[src/rtl/ulk_pkg.sv]
// Package: shared state encoding and the expected-byte generator step.
// Assumes 8-bit data; the tap positions are fixed by the unlock protocol.
package ulk_pkg;

    typedef enum logic [1:0] {
        ST_HUNT  = 2'd0,
        ST_ARMED = 2'd1,
        ST_RUN   = 2'd2,
        ST_KEY   = 2'd3
    } ulk_state_e;

    // One step of the two-tap XOR generator: shift each nibble right, refill top bits.
    function automatic logic [7:0] ulk_next(input logic [7:0] b);
        return {b[7] ^ b[4], b[7:5], b[1] ^ b[0], b[3:1]};
    endfunction

endpackage

[src/rtl/ulk_expect_gen.sv]
// Expected-byte generator: holds the byte the run expects next and its index.
// Assumes load and adv are never high together (the sequencer guarantees it).
module ulk_expect_gen #(
    parameter logic [7:0] SEED    = 8'hFF,
    parameter int         RUN_LEN = 13
) (
    input  logic       clk,
    input  logic       rst_n,
    input  logic       load,
    input  logic       adv,
    output logic [7:0] exp_byte,
    output logic       last
);
    import ulk_pkg::*;

    localparam int CW = (RUN_LEN > 1) ? $clog2(RUN_LEN) : 1;
    localparam logic [CW-1:0] LAST_IDX = CW'(RUN_LEN - 1);

    logic [CW-1:0] idx;

    // Reload the seed on a fresh pair, step the generator on each matched byte.
    always_ff @(posedge clk) begin
        if (!rst_n) begin
            exp_byte <= SEED;
            idx      <= '0;
        end else if (load) begin
            exp_byte <= SEED;
            idx      <= '0;
        end else if (adv && (idx != LAST_IDX)) begin
            exp_byte <= ulk_next(exp_byte);
            idx      <= idx + 1'b1;
        end
    end

    // Flag the final byte of the generated run.
    always_comb last = (idx == LAST_IDX);

    a_r4_idx_bound: assert property (@(posedge clk) disable iff (!rst_n)
        idx <= LAST_IDX);

    a_r4_seed_reload: assert property (@(posedge clk) disable iff (!rst_n)
        load |=> (exp_byte == SEED) && (idx == '0));

endmodule

[src/rtl/ulk_seq_fsm.sv]
// Sequencer: walks sync pair, generated run and key slot on examined writes.
// Assumes hit is a single-cycle qualifier for one examined port write.
module ulk_seq_fsm #(
    parameter logic [7:0] SYNC_LEAD  = 8'hFF,
    parameter logic [7:0] SYNC_TRAIL = 8'h00,
    parameter logic [7:0] KEY        = 8'hCD
) (
    input  logic       clk,
    input  logic       rst_n,
    input  logic       hit,
    input  logic [7:0] data,
    input  logic [7:0] exp_byte,
    input  logic       last,
    output logic       load,
    output logic       adv,
    output logic       key_valid,
    output logic       key_ok
);
    import ulk_pkg::*;

    ulk_state_e state, state_nx;

    // Next-state and strobe decode for one examined write.
    always_comb begin
        state_nx  = state;
        load      = 1'b0;
        adv       = 1'b0;
        key_valid = 1'b0;
        key_ok    = 1'b0;
        if (hit) begin
            unique case (state)
                ST_HUNT: begin
                    if (data == SYNC_LEAD) state_nx = ST_ARMED;
                end
                ST_ARMED: begin
                    if (data == SYNC_TRAIL) begin
                        load     = 1'b1;
                        state_nx = ST_RUN;
                    end else if (data != SYNC_LEAD) begin
                        state_nx = ST_HUNT;
                    end
                end
                ST_RUN: begin
                    if (data == exp_byte) begin
                        adv = 1'b1;
                        if (last) state_nx = ST_KEY;
                    end else if (data == SYNC_LEAD) begin
                        state_nx = ST_ARMED;
                    end else begin
                        state_nx = ST_HUNT;
                    end
                end
                ST_KEY: begin
                    key_valid = 1'b1;
                    key_ok    = (data == KEY);
                    state_nx  = ST_HUNT;
                end
                default: state_nx = ST_HUNT;
            endcase
        end
    end

    // State register with synchronous reset to hunting.
    always_ff @(posedge clk) begin
        if (!rst_n) state <= ST_HUNT;
        else        state <= state_nx;
    end

    a_r2_idle_hold: assert property (@(posedge clk) disable iff (!rst_n)
        !hit |=> $stable(state));

    a_r3_run_entry: assert property (@(posedge clk) disable iff (!rst_n)
        $rose(state == ST_RUN) |-> $past(state == ST_ARMED) && $past(data) == SYNC_TRAIL);

    a_r8_key_entry: assert property (@(posedge clk) disable iff (!rst_n)
        $rose(state == ST_KEY) |-> $past(state == ST_RUN) && $past(hit));

    a_r8_key_once: assert property (@(posedge clk) disable iff (!rst_n)
        key_valid |=> (state == ST_HUNT));

endmodule

[src/rtl/ulk_lock_flag.sv]
// Lock flag: captures the key verdict; holds otherwise.
// Assumes key_valid marks the single key-slot write.
module ulk_lock_flag (
    input  logic clk,
    input  logic rst_n,
    input  logic key_valid,
    input  logic key_ok,
    output logic unlocked
);
    // Set on a correct key, clear on any other key, hold between keys.
    always_ff @(posedge clk) begin
        if (!rst_n)         unlocked <= 1'b0;
        else if (key_valid) unlocked <= key_ok;
    end

    a_r5_key_update: assert property (@(posedge clk) disable iff (!rst_n)
        key_valid |=> unlocked == $past(key_ok));

    a_r6_hold: assert property (@(posedge clk) disable iff (!rst_n)
        !key_valid |=> $stable(unlocked));

endmodule

[src/rtl/ulk_port_unlock.sv]
// Top: qualifies writes to the watched port, runs the unlock check and
// gates the extra register's write-enable. Assumes one cycle per write.
module ulk_port_unlock #(
    parameter logic [7:0] PORT_HI    = 8'hBC,
    parameter logic [7:0] SYNC_LEAD  = 8'hFF,
    parameter logic [7:0] SYNC_TRAIL = 8'h00,
    parameter logic [7:0] SEED       = 8'hFF,
    parameter int         RUN_LEN    = 13,
    parameter logic [7:0] KEY        = 8'hCD
) (
    input  logic       clk,
    input  logic       rst_n,
    input  logic       io_wr,
    input  logic [7:0] io_addr_hi,
    input  logic [7:0] io_wdata,
    input  logic       xreg_wr_req,
    output logic       unlocked,
    output logic       xreg_wr_en
);
    logic       hit;
    logic       load, adv, last, key_valid, key_ok;
    logic [7:0] exp_byte;

    // Examine only strobed writes to the watched port.
    always_comb hit = io_wr && (io_addr_hi == PORT_HI);

    ulk_expect_gen #(
        .SEED    (SEED),
        .RUN_LEN (RUN_LEN)
    ) u_gen (
        .clk      (clk),
        .rst_n    (rst_n),
        .load     (load),
        .adv      (adv),
        .exp_byte (exp_byte),
        .last     (last)
    );

    ulk_seq_fsm #(
        .SYNC_LEAD  (SYNC_LEAD),
        .SYNC_TRAIL (SYNC_TRAIL),
        .KEY        (KEY)
    ) u_fsm (
        .clk       (clk),
        .rst_n     (rst_n),
        .hit       (hit),
        .data      (io_wdata),
        .exp_byte  (exp_byte),
        .last      (last),
        .load      (load),
        .adv       (adv),
        .key_valid (key_valid),
        .key_ok    (key_ok)
    );

    ulk_lock_flag u_flag (
        .clk       (clk),
        .rst_n     (rst_n),
        .key_valid (key_valid),
        .key_ok    (key_ok),
        .unlocked  (unlocked)
    );

    // Gate extra-register writes on the flag, no added latency.
    always_comb xreg_wr_en = xreg_wr_req && unlocked;

    a_r1_reset_clear: assert property (@(posedge clk) disable iff (!rst_n)
        $past(!rst_n) |-> !unlocked);

    a_r9_gate: assert property (@(posedge clk) disable iff (!rst_n)
        xreg_wr_en |-> unlocked && xreg_wr_req);

    a_r2_foreign_no_key: assert property (@(posedge clk) disable iff (!rst_n)
        !hit |=> $stable(unlocked));

endmodule

[config.mk]
export PLATFORM = sky130hd
export DESIGN_NAME = ulk_port_unlock
export DESIGN_NICKNAME = d
export VERILOG_FILES = /design/src/rtl/ulk_pkg.sv /design/src/rtl/ulk_expect_gen.sv /design/src/rtl/ulk_seq_fsm.sv /design/src/rtl/ulk_lock_flag.sv /design/src/rtl/ulk_port_unlock.sv
export SDC_FILE = /design/constraint.sdc
export NUM_CORES = 1
export LEC_CHECK = 0
export ABC_CLOCK_PERIOD_IN_PS = 2100
export BUFFER_PORTS_ARGS = -buffer_cell sky130_fd_sc_hd__buf_2
export CORE_MARGIN = 10
export CORE_UTILIZATION = 51
export CTS_CLUSTER_DIAMETER = 120
export CTS_CLUSTER_SIZE = 10
export DETAILED_ROUTE_END_ITERATION = 6
export PLACE_DENSITY_LB_ADDON = 0.2
export SETUP_SLACK_MARGIN = 0.05
export SLEW_MARGIN = 30
export SYNTH_ARGS = -nofsm -noshare
export SYNTH_HDL_FRONTEND = slang
export SYNTH_SLANG_ARGS = --single-unit
[constraint.sdc]
create_clock -name clk -period 2.1 [get_ports clk]
set_clock_uncertainty 0.2 [all_clocks]
set_input_delay 0 -clock clk [delete_from_list [all_inputs] [get_ports clk]]
set_output_delay 0 -clock clk [all_outputs]
set_load 0.02 [all_outputs]
==> qor.tcl, run 1 <==
set qor(status) {completed}
set qor(critical_path_buf_inv_count) 1
set qor(synth.cell_area_um2) 915.9
set qor(synth-seq-cells) 15
set qor(layout_cells_sized_above_1) 0.3083
set qor(topRoutingLayerUsed) {met4}
set qor(io_buffers) 21
set qor(critical_path.max_stage_delay_ns) 0.58
set qor(pwr-share-clk) 0.327
set qor(finalWorstPathRequiredPeriod_ns) 2.032
set qor(wirelength_mm) 2.202
set qor(synth_largest_area_cell) {dfxtp_1}
set qor(finalWeightedCongestion) 0.7661
set qor(total_negative_slack_for_setup_checks_ns) 0
set qor(max_freq_ghz) 0.4922
set qor(drtAntennaViolNets) 0
set qor(power.density_cell_area_nw_per_um2) 430.3
set qor(power_switching_share) 0.2273
set qor(grt_antenna_before_repair) 0
set qor(die-width_um) 62.38
set qor(setup-violations-final) 0
set qor(worst_ir_drop_vdd_mv) 0.4842
set qor(die_height_um) 62.38
set qor(cap_violations) 0
set qor(post_drt_wl_per_cell_um) 13.94
set qor(ys_types) 37
set qor(timing.critical_path.to_type) {flop}
set qor(grt_start_max_net_pins) 17
set qor(cts.reportedPaths.clkPinSlew_ns) 0.09
set qor(switching_power_total_mw) 0.1129
set qor(max-clock-path-buffers) 2
set qor(max_slew_margin) 0.7579
set qor(final_nets) 156
set qor(drt_first_iter_violations) 22
set qor(timing_worst_slew_pin_value_ns) 0.3616
set qor(synthesis.yosys.warnings) 0
set qor(cts_inserted_buffers) 3
set qor(syn_area_per_cell_um2) 8.979
set qor(drt-pass1-iter-count) 4
set qor(internal-power_mw) 0.3836
set qor(met1Wirelength_um) 981
set qor(cts-root-buf) {clkbuf_4}
set qor(worst_path_fanout_max) 7
set qor(post_synth_inst_count) 102
set qor(slowest_stage) {dlygate4sd3_1}
set qor(multi_input_area_um2) 588.1
set qor(antenna-diode-count) 0
set qor(drv_slew) 0
set qor(vias_per_cell) 5.266
set qor(register_area_um2) 304.0
set qor(seq_power_share) 0.572
set qor(final_clock_period_utilization_by_the_worst_path) 0.9675
set qor(met3RoutedLength_um) 82
set qor(initial_utilization) 0.5363
set qor(worst_hold_path_type) {input pin to flop}
set qor(critPathArrivalTime_ns) 2.00
set qor(start_kind) {input pin}
set qor(design.portCount) 22
set qor(floorplan.core_area_um2) 1708
set qor(num_clock_sinks) 15
set qor(fp.dieArea_um2) 3891
set qor(rsz0062_at_grt) {true}
set qor(critical_path.cell_chain) {dlygate4sd3_1, nor2b_2, nor4b_4, nand4_4, o31a_1, or3_1}
set qor(layout_overhead_on_the_synthesized_area_pct) 25.96
set qor(final_cell_mix) {buf_2, nor2_1, dfxtp_1}
set qor(number_of_global_route_vias_before_repair) 847
set qor(critical_path.top_delay_family) {simple AND/OR/NAND/NOR gates}
set qor(p_leak_nw) 0.4960
set qor(layout.filler_cells) 164
set qor(critPathKind) {input pin to flop}
set qor(postSynthNetCount) 124
set qor(fp-row-count) 15
set qor(tritoncts) {yes}
set qor(htree_levels) 1
set qor(detail_route.drc_violations) 0
set qor(first_pass_grt_wire_length_mm) 3.815
set qor(ys_top_cells_by_area) {dfxtp_1, mux2i_1, nor2_1, xnor2_1, xor2_1}
set qor(report.final.hold_viol_count) 0
set qor(grt_remaining_overflow) 0
set qor(dr_wl_met2_mm) 1.129
set qor(postPlaceCellArea_um2) 1047
set qor(ys_seq_area_frac) 0.3279
set qor(vias) 832
set qor(global_route.usage.total) 0.1169
set qor(final_common_cell) {buf_2}
set qor(hpwl_mm) 1.717
set qor(clkLatencyLatePin_ns) 0.28
set qor(comb_power_share) 0.101
set qor(cp.required_ns) 2.07
set qor(post-route-cell-area_um2) 1154
set qor(netlist.area_leader.share) 0.3279
[metal layers]
metal | up-vias | GRT usage
met3 | 2 | 0.03405
li1 | 436 | -
met2 | 13 | 0.2013
met4 | 0 | 0.03631
met1 | 381 | 0.1351
met5 | - | 0
[cell usage after synthesis (all sizes together)]
master	count
a21o	2
a21oi	4
a31oi	2
and2	1
and3	5
and4	1
and4b	1
and4bb	1
buf	3
dfxtp	15
ha	2
inv	5
maj3	1
mux2i	7
nand2	1
nand3	5
nand4	3
nor2	13
nor2b	3
nor3	2
nor3b	1
nor4	4
nor4b	2
o211ai	1
o21ai	2
o31a	1
o31ai	2
or2	1
or3	1
or4	2
xnor2	5
xor2	3
[logic make-up (layout without fill, tap and decap cells)]
| group | Yosys count | in the layout | share of synthesized area |
|---|---|---|---|
| buffers and inverters | 8 | 39 | 0.05054 |
| multiplexers | 7 | 7 | 0.07651 |
| adder cells (fa/ha/maj) | 3 | 3 | 0.03825 |
| XOR/XNOR | 8 | 8 | 0.07651 |
| flip-flops | 15 | 15 | 0.3279 |
| AND/OR/NAND/NOR | 47 | 47 | 0.3292 |
| AO/OA/AOI/OAI | 14 | 14 | 0.1011 |
[timing repair]
item                                   CTS  global route
pin swaps                                0             5
setup endpoints to repair                2             5
endpoints found under the hold margin    5             0
hold buffers                             4             0
buffers inserted                         0             3
gates resized for setup                  1             6
[registers in the layout, indices dropped and copies added, names as in the netlist]
signal,cells
u_gen.idx,4
u_fsm.state,2
u_flag.unlocked,1
u_gen.exp_byte,8
[power by group through the flow]
stage               combinational, mW  sequential (mW)  clock [mW]
detailed placement             0.0473            0.291           0
finish                         0.0500            0.284       0.162
global route                   0.0550            0.284       0.190
global placement               0.0460            0.291           0
CTS                            0.0502            0.284       0.170
floorplan                      0.0214            0.291           0
[final timing paths]
path,from,end,slack (ns),cells after the start
setup / recovery,io_wdata[1],u_gen.exp_byte[7],0.07,6
hold / removal,io_wdata[2],u_fsm.state[0],0.03,4
setup reg to reg,u_gen.exp_byte[4],u_gen.exp_byte[7],0.08,5
hold reg to reg,u_gen.idx[3],u_gen.idx[3],0.30,2
[cell type report]
class / instances / share of cell area
inverters: 5 / 0.01627
repair buffers: 30 / 0.1605
clock buffers: 4 / 0.02278
flip-flops and latches: 15 / 0.2636
multi-input cells: 79 / 0.5098
well taps: 25 / 0.02711
[worst min-delay path: stages]
cell and delay [ns]:
buf_2 0.13, nand3_1 0.10, maj3_1 0.17, a31oi_1 0.07
[per-stage QoR]
stage | worst slack, ns | util | hold slack [ns] | std cells | power, mW
after floorplan | 0.2698 | - | -0.07183 | 102 | 0.3122
after global placement | 0.08005 | 0.6132 | 0.07951 | 148 | 0.3368
after detailed placement | 0.04967 | 0.6132 | 0.07916 | 148 | 0.3381
after CTS | 0.07844 | 0.6535 | 0.03103 | 156 | 0.5046
after global routing | -0.01017 | 0.6755 | 0.05600 | 158 | 0.5296
final | 0.06835 | 0.6755 | 0.03467 | 158 | 0.4964
Power figures use the tool's default switching activity.
==> run 2: changes to the inputs <==
--- a/config.mk
+++ b/config.mk
@@ -9,10 +9,10 @@
 export BUFFER_PORTS_ARGS = -buffer_cell sky130_fd_sc_hd__buf_2
 export CORE_MARGIN = 10
 export CORE_UTILIZATION = 51
-export CTS_CLUSTER_DIAMETER = 120
+export CTS_CLUSTER_DIAMETER = 200
 export CTS_CLUSTER_SIZE = 10
 export DETAILED_ROUTE_END_ITERATION = 6
-export PLACE_DENSITY_LB_ADDON = 0.2
+export PLACE_DENSITY = 0.87
 export SETUP_SLACK_MARGIN = 0.05
 export SLEW_MARGIN = 30
 export SYNTH_ARGS = -nofsm -noshare
==> qor.tcl, run 2 (same netlist as run 1, synthesis figures left out) <==
set qor(final_cell_mix) {buf_2, nor2_1, dfxtp_1}
set qor(start_kind) {input pin}
set qor(final_layout_worst_hold_slack_ns) 0.07096
set qor(hold_end) {u_gen.exp_byte[3]}
set qor(cp.required_ns) 2.09
set qor(max-clock-path-buffers) 2
set qor(fp.dieArea_um2) 3891
set qor(final.setup.worst_slack_ns) 0.1179
set qor(placement.setup.worst_slack_ns) 0.05432
set qor(layout_overhead_on_the_synthesized_area_pct) 25.27
set qor(timing.critical_path.to_type) {flop}
set qor(vias) 888
set qor(htree_levels) 1
set qor(worst_ir_drop_vdd_mv) 0.4762
set qor(finalWorstPathRequiredPeriod_ns) 1.982
set qor(cts.reportedPaths.clkPinSlew_ns) 0.10
set qor(num_clock_sinks) 15
set qor(finalWeightedCongestion) 0.7901
set qor(cts-root-buf) {clkbuf_4}
set qor(drt-pass1-iter-count) 4
set qor(drtAntennaViolNets) 0
set qor(io_buffers) 21
set qor(report.final.hold_viol_count) 0
set qor(die-width_um) 62.38
set qor(post_drt_wl_per_cell_um) 15.12
set qor(reg2reg_from) {u_gen.exp_byte[4]}
set qor(tritoncts) {yes}
set qor(grt_remaining_overflow) 0
set qor(vias_per_cell) 5.656
set qor(die_height_um) 62.38
set qor(final_common_cell) {buf_2}
set qor(power.density_cell_area_nw_per_um2) 448.2
set qor(critPathArrivalTime_ns) 1.97
set qor(layout_cells_sized_above_1) 0.2955
set qor(design.portCount) 22
set qor(first_pass_grt_wire_length_mm) 4.002
set qor(antenna-diode-count) 0
set qor(critPathKind) {input pin to flop}
set qor(max_slew_margin) 0.7660
set qor(hpwl_mm) 1.757
set qor(worst_hold_path_type) {input pin to flop}
set qor(p_leak_nw) 0.4891
set qor(final_clock_period_utilization_by_the_worst_path) 0.9438
set qor(worst_path_fanout_max) 7
set qor(status) {completed}
set qor(top_register) {u_gen.exp_byte}
set qor(grt_antenna_before_repair) 0
set qor(initial_utilization) 0.5363
set qor(hold-path-cell-count) 5
set qor(final-instance-count-excl-fill) 157
set qor(wirelength_mm) 2.374
set qor(largest_reg_flops) 8
set qor(cts_inserted_buffers) 3
set qor(clkLatencyLatePin_ns) 0.29
set qor(reg2reg_depth) 5
set qor(rsz0062_at_grt) {true}
set qor(cap_violations) 0
set qor(fp-row-count) 15
set qor(reg.largest.list) {u_gen.exp_byte x8, u_gen.idx x4, u_fsm.state x2}
set qor(number_of_global_route_vias_before_repair) 899
set qor(finalPower_mw) 0.5142
set qor(global_route.usage.total) 0.1231
set qor(rrSetupSlack_ns) 0.13
set qor(floorplan.core_area_um2) 1708
set qor(setup-violations-final) 0
set qor(cp-startpoint) {io_wdata[2]}
set qor(total_negative_slack_for_setup_checks_ns) 0
set qor(timing.rr.end) {u_gen.exp_byte[7]}
set qor(placed_cells_incl_taps) 147
set qor(grt_start_max_net_pins) 17
set qor(drt_first_iter_violations) 16
set qor(timing_worst_slew_pin_value_ns) 0.3496
set qor(max_freq_ghz) 0.5045
set qor(final_nets) 155
set qor(hp-start) {io_addr_hi[7]}
set qor(drv_slew) 0
set qor(detail_route.drc_violations) 0
[run 2: worst max-delay path by stage]
stage / to / depth (start not counted)
global route: u_gen.exp_byte[7] / 5
detailed placement: u_gen.idx[0] / 5
finish: u_gen.exp_byte[7] / 7
floorplan: u_gen.idx[3] / 7
global placement: u_gen.idx[0] / 5
CTS: u_gen.exp_byte[7] / 5
[run 2: report_power, final]
part	switching [mW]	total [mW]	internal (mW)
Sequential	0.00000126	0.284	0.284
Combinational	0.0253	0.0543	0.0290
Clock	0.103	0.176	0.0726
[run 2: layer usage]
layer,share of wire,GRT usage,up-vias
met2,0.56,0.2385,22
met3,0.045,0.04480,8
li1,-,-,433
met5,0,0,-
met1,0.36,0.1104,425
met4,0.040,0.05307,0
[run 2: timing repair]
action,CTS,global route
endpoints found under the hold margin,5,0
gates resized for setup,1,5
pin swaps,0,0
setup buffers,0,1
setup endpoints to repair,8,3
hold buffers,5,0
[run 2: cell type report]
class	count	area, um2
clock buffers	3	22.52
clock inverters	1	7.507
fillers	140	560.5
inverters	5	18.77
multi-input cells	79	585.6
flip-flops and latches	15	304.0
well taps	25	31.28
repair buffers	29	177.7
[run 2: through the flow]
stage | util | cell area [um2]
final | 0.6718 | 1147
after global routing | 0.6718 | 1147
after CTS | 0.6571 | 1122
after detailed placement | 0.6088 | 1040
after global placement | 0.6088 | 1040
after floorplan | - | 915.9
[run 2: worst max-delay path, stage by stage]
cell and delay, ns:
dlygate4sd3_1 0.56, buf_2 0.16, xor2_1 0.15, and4bb_1 0.36
nand4_4 0.17, o31a_1 0.27, or3_1 0.29
